--- src/rtl/sercfg_slave.sv ---
module sercfg_slave #(
  parameter int SYNC = 2
) (
  input  logic         clk,
  input  logic         rst_n,
  input  logic         sclk,
  input  logic         cs_n,
  input  logic         sdio_in,
  output logic         sdio_out,
  output logic         sdio_oe,
  output logic [127:0] regs_flat
);
  localparam int DW    = 8;
  localparam int NREG  = 16;
  localparam int FLEN  = 16;
  localparam int CW    = $clog2(FLEN);
  localparam logic [2:0] OP_RD = 3'b110;
  localparam logic [2:0] OP_WR = 3'b111;

  logic [2:0] sy [SYNC];
  logic s_sclk, s_cs, s_din, p_sclk;
  logic sclk_rise, sclk_fall;
  logic [CW-1:0]   cnt;
  logic [FLEN-1:0] shreg, nxt;
  logic            rd_pend;
  logic [DW-1:0]   rd_sh;
  logic [DW-1:0]   regs [NREG];

  always_ff @(posedge clk or negedge rst_n) begin
    if (!rst_n) begin
      for (int i = 0; i < SYNC; i++) sy[i] <= 3'b010;
    end else begin
      sy[0] <= {sclk, cs_n, sdio_in};
      for (int i = 1; i < SYNC; i++) sy[i] <= sy[i-1];
    end
  end

  assign s_sclk    = sy[SYNC-1][2];
  assign s_cs      = sy[SYNC-1][1];
  assign s_din     = sy[SYNC-1][0];
  assign sclk_rise = s_sclk & ~p_sclk;
  assign sclk_fall = ~s_sclk & p_sclk;
  assign nxt       = {shreg[FLEN-2:0], s_din};

  always_ff @(posedge clk or negedge rst_n) begin
    if (!rst_n) begin
      p_sclk   <= 1'b0;
      cnt      <= '0;
      shreg    <= '0;
      rd_pend  <= 1'b0;
      rd_sh    <= '0;
      sdio_oe  <= 1'b0;
      sdio_out <= 1'b0;
    end else begin
      p_sclk <= s_sclk;
      if (s_cs) begin
        cnt      <= '0;
        rd_pend  <= 1'b0;
        sdio_oe  <= 1'b0;
        sdio_out <= 1'b0;
      end else begin
        if (sclk_rise) begin
          shreg <= nxt;
          cnt   <= cnt + 1'b1;
          if (cnt == CW'(7)) begin
            rd_pend <= (nxt[7:5] == OP_RD);
            rd_sh   <= regs[nxt[4:1]];
          end
        end
        if (sclk_fall) begin
          if (rd_pend && cnt >= CW'(8)) begin
            sdio_oe  <= 1'b1;
            sdio_out <= rd_sh[DW-1];
            rd_sh    <= rd_sh << 1;
          end else if (cnt == '0) begin
            sdio_oe  <= 1'b0;
            sdio_out <= 1'b0;
            rd_pend  <= 1'b0;
          end
        end
      end
    end
  end

  always_ff @(posedge clk or negedge rst_n) begin
    if (!rst_n) begin
      for (int i = 0; i < NREG; i++) regs[i] <= '0;
    end else if (!s_cs && sclk_rise && cnt == CW'(FLEN-1) && nxt[15:13] == OP_WR) begin
      regs[nxt[12:9]] <= nxt[7:0];
    end
  end

  for (genvar g = 0; g < NREG; g++) begin : g_flat
    assign regs_flat[g*DW +: DW] = regs[g];
  end
endmodule


--- config.mk ---
export PLATFORM = sky130hd
export DESIGN_NAME = sercfg_slave
export DESIGN_NICKNAME = d
export VERILOG_FILES = /design/src/rtl/sercfg_slave.sv
export SDC_FILE = /design/constraint.sdc
export NUM_CORES = 1
export LEC_CHECK = 0
export BUFFER_PORTS_ARGS = -buffer_cell sky130_fd_sc_hd__buf_2
export CORE_MARGIN = 4
export CORE_UTILIZATION = 40
export CTS_BUF_LIST = sky130_fd_sc_hd__clkbuf_2 sky130_fd_sc_hd__clkbuf_4 sky130_fd_sc_hd__clkbuf_8
export DETAILED_ROUTE_END_ITERATION = 8
export HOLD_SLACK_MARGIN = 0.08
export PLACE_DENSITY = 0.67
export SLEW_MARGIN = 10
export SYNTH_ARGS = -nofsm -noshare
export SYNTH_HDL_FRONTEND = slang
export SYNTH_SLANG_ARGS = --single-unit
--- constraint.sdc ---
create_clock -name clk -period 3 [get_ports clk]
set_clock_uncertainty 0.1 [all_clocks]
set_input_delay 0.75 -clock clk [delete_from_list [all_inputs] [get_ports clk]]
set_output_delay 0.75 -clock clk [all_outputs]
set_load 0.05 [all_outputs]
==> results_dict.tcl <==
set metrics [dict create \
    crit_family "simple AND/OR/NAND/NOR gates" \
    cts_hold_repair.buffers 0 \
    area.sequential_um2 4130 \
    post_drt_wl_per_cell_um 22.1 \
    seq_power_share_pct 53.3 \
    drive_above_1_share_pct 54.4 \
    globalRouteTotalUtil_pct 19.7 \
    yosys_warnings 0 \
    max_clock_freq_ghz 0.367 \
    routabilityCongestion 0.899 \
    place_worst_setup_slack_ps 296 \
    design.final.nets 660 \
    dominantRegCellSynth "sky130_fd_sc_hd__dfrtp_1" \
    grt_first_pass_wirelength_mm 30.4 \
    placeableCoreArea_um2 18000 \
    critical_path_endpoint_category "flop" \
    synthCells 520 \
    cts_sinks 165 \
    seq_area_frac_synth_pct 56.2 \
    dieWidth_um 144 \
    finalHoldViolations 0 \
    timing.critical_path.slowest_stage_cell "sky130_fd_sc_hd__or3b_1" \
    leakagePower_nw 4.64 \
    setup_ws_ps 275 \
    crit_path_start_kind "flop" \
    final-max-slew-violation-count 0 \
    dr.first_iter.drc_count 323 \
    number_of_enable_type_register_cells_in_the_synthesized_netlist 0 \
    num-fill-cells 1637 \
    ff2ff_setup_slack_ps 280 \
    max-slew-margin-rel_pct 39.6 \
    syn-num-nets 527 \
    floorplan.io_pins 135 \
    antenna_found_initial 0 \
    vdd.ir_drop.worst_uv 269 \
    leading_area_contributor_after_synthesis "sky130_fd_sc_hd__dfrtp_1" \
    dp_cells 863 \
    routed_via_density 5.52 \
    cts_inserted_buffers 17 \
    power_frac_comb_pct 7.4 \
    tritoncts "yes" \
    number_of_rows_created_at_floorplan 49 \
    sw_frac_of_total_pct 25.2 \
    placement.cell_area_um2 8320 \
    regToRegEndpoint "regs_flat[101]" \
    area_share_of_the_largest_cell_type_after_synthesis_pct 55.5 \
    max_cap_violations 0 \
    holdCritPathClass "primary input to asynchronous set/reset pin" \
    clock_path_buffers 2 \
    min_period_ps 2720 \
    outcome "finished, final reports clean" \
    rsz0062_at_grt "no" \
    ys_seq_elements 165 \
    critical_path.n_buffers_inverters 0 \
    design_area_um2 8770 \
    internal_dissipation_mw 3.39 \
    min_period_over_period_pct 90.8 \
    stages_on_the_worst_setup_path 4 \
    synth_area_um2 7350 \
    synthesis.area_per_instance_um2 14.1 \
    cts.htree.levels 4 \
    leading_cell_type_in_the_layout_fill_and_taps_excluded "sky130_fd_sc_hd__dfrtp_1" \
    finalSetupViolations 0 \
    crit_required_ps 3250 \
    worst-path-max-fanout 20 \
    netlist_top_cells_area "sky130_fd_sc_hd__dfrtp_1, sky130_fd_sc_hd__mux2_2, sky130_fd_sc_hd__mux4_2" \
    mostFrequentLayoutCells "sky130_fd_sc_hd__dfrtp_1, sky130_fd_sc_hd__buf_2, sky130_fd_sc_hd__mux2_2" \
    dpl.hpwl_mm 14.0 \
    worst-endpoint-arrival_ps 2970 \
    switching_power_mw 1.14 \
    clock_tree.root_cell "sky130_fd_sc_hd__clkbuf_8" \
    stdcell_count 895 \
    die_height_um 144 \
    ws_path_type "flop to flop" \
    via_count_of_the_first_global_routing_pass 5157 \
    worstPathCellList "or3b_1 > nor3_2 > nand4_1 > mux2_2" \
    drc_errors 0 \
    reg2reg_depth 4 \
    async_flop_share_pct 100 \
    io_buffer_count 134 \
    final_global_route_overflow_total 0 \
    grt_max_degree 68 \
    cp_slowest_stage_delay_ps 750 \
    drtAntennaViolNets 0 \
    route.final.wire_length_mm 19.8 \
    setup_total_negative_slack_ps 0 \
    rr_startpoint "p_sclk" \
    floorplan.die_area_um2 20600 \
    clock_power_share_pct 39.3 \
    drt_pass_1_iters 5 \
    multi_input_area_um2 3070 \
    clock_latency_ps 460 \
    post_cts_resize_count 0 \
    postCtsSetupRepairBufs 0 \
    area.growth.synth_to_final_pct 19.2 \
    synth.lib_cells_used.distinct 38 \
    initial_utilization_pct 40.8 \
    transition_time_at_the_pin_with_the_least_slew_margin_ps 907 \
    path_clk_slew_ps 80 \
    route.vias.total 4944 \
    cellPowerDensity_nw_per_um2 517 \
    n_antenna_cell 0 \
]
==> metrics by stage <==
stage / power, mW / hold slack [ps] / utilization [%]
finish: 4.53 / 202 / 48.6
CTS: 4.56 / 214 / 48.6
global route: 4.72 / 234 / 48.6
floorplan: 2.62 / 231 / -
detailed placement: 2.80 / 247 / 46.2
global placement: 2.78 / 246 / 46.2
==> layout make-up <==
type | instances | share of cell area, %
timing repair buffer | 149 | 9.29
clock buffer | 24 | 3.41
sequential | 165 | 47.1
inverter | 4 | 0.171
tap | 229 | 3.27
clock inverter | 8 | 1.70
multi-input combinational | 316 | 35.0
==> logic make-up (layout without fill, tap and decap cells) <==
| family | count (synthesis) | count (layout) | share of synthesized area [%] |
|---|---|---|---|
| buffers and inverters | 39 | 185 | 2.08 |
| AOI/OAI and AO/OA | 34 | 34 | 2.93 |
| adders and majority gates | 2 | 2 | 0.340 |
| muxes | 162 | 162 | 29.3 |
| xor gates and xnor gates | 3 | 3 | 0.357 |
| DFF | 165 | 165 | 56.2 |
| and+or+nand+nor | 115 | 115 | 8.80 |
==> state kept, by name, indices dropped and copies added, names as in the netlist <==
register / cells
regs_flat: 128
shreg: 15
rd_sh: 8
cnt: 4
sy: 3
nxt: 1
p_sclk: 1
rd_pend: 1
s_cs: 1
s_sclk: 1
sdio_oe: 1
sdio_out: 1
==> power groups by stage <==
stage	sequential, mW	clock (mW)	combinational [mW]
3_5_place_dp	2.46	0	0.338
4_1_cts	2.41	1.81	0.339
3_3_place_gp	2.45	0	0.329
2_1_floorplan	2.32	0	0.304
5_1_grt	2.43	1.92	0.372
6_report	2.42	1.78	0.335
==> metal layers <==
metal  vias to the layer above  GRT usage (%)  part of all wire (%)
met5                         -              0                     0
met4                         0           4.91                   1.3
met3                        20           5.32                   5.9
met2                       147           31.4                    49
met1                      2610           27.1                    44
li1                       2167              -                     -
==> cells in the mapped netlist (all sizes together) (3+ instances only) <==
cell    number
a211oi       7
mux4        30
nor2         9
o21ai        6
nand3       10
buf          8
nor4         3
inv          4
mux2       128
dfrtp      163
nand4        7
mux2i        4
o22ai       15
nor3         9
nor2b       12
nand2       53
nand2b       3
clkbuf      27
==> worst max path at each step <==
stage,to,startpoint
6_report,regs_flat[101],p_sclk
5_1_grt,regs_flat[97],s_sclk
4_1_cts,regs_flat[101],p_sclk
3_5_place_dp,regs_flat[101],p_sclk
3_3_place_gp,regs_flat[97],p_sclk
2_1_floorplan,regs_flat[112],p_sclk
(Power assumes the default switching activity.)
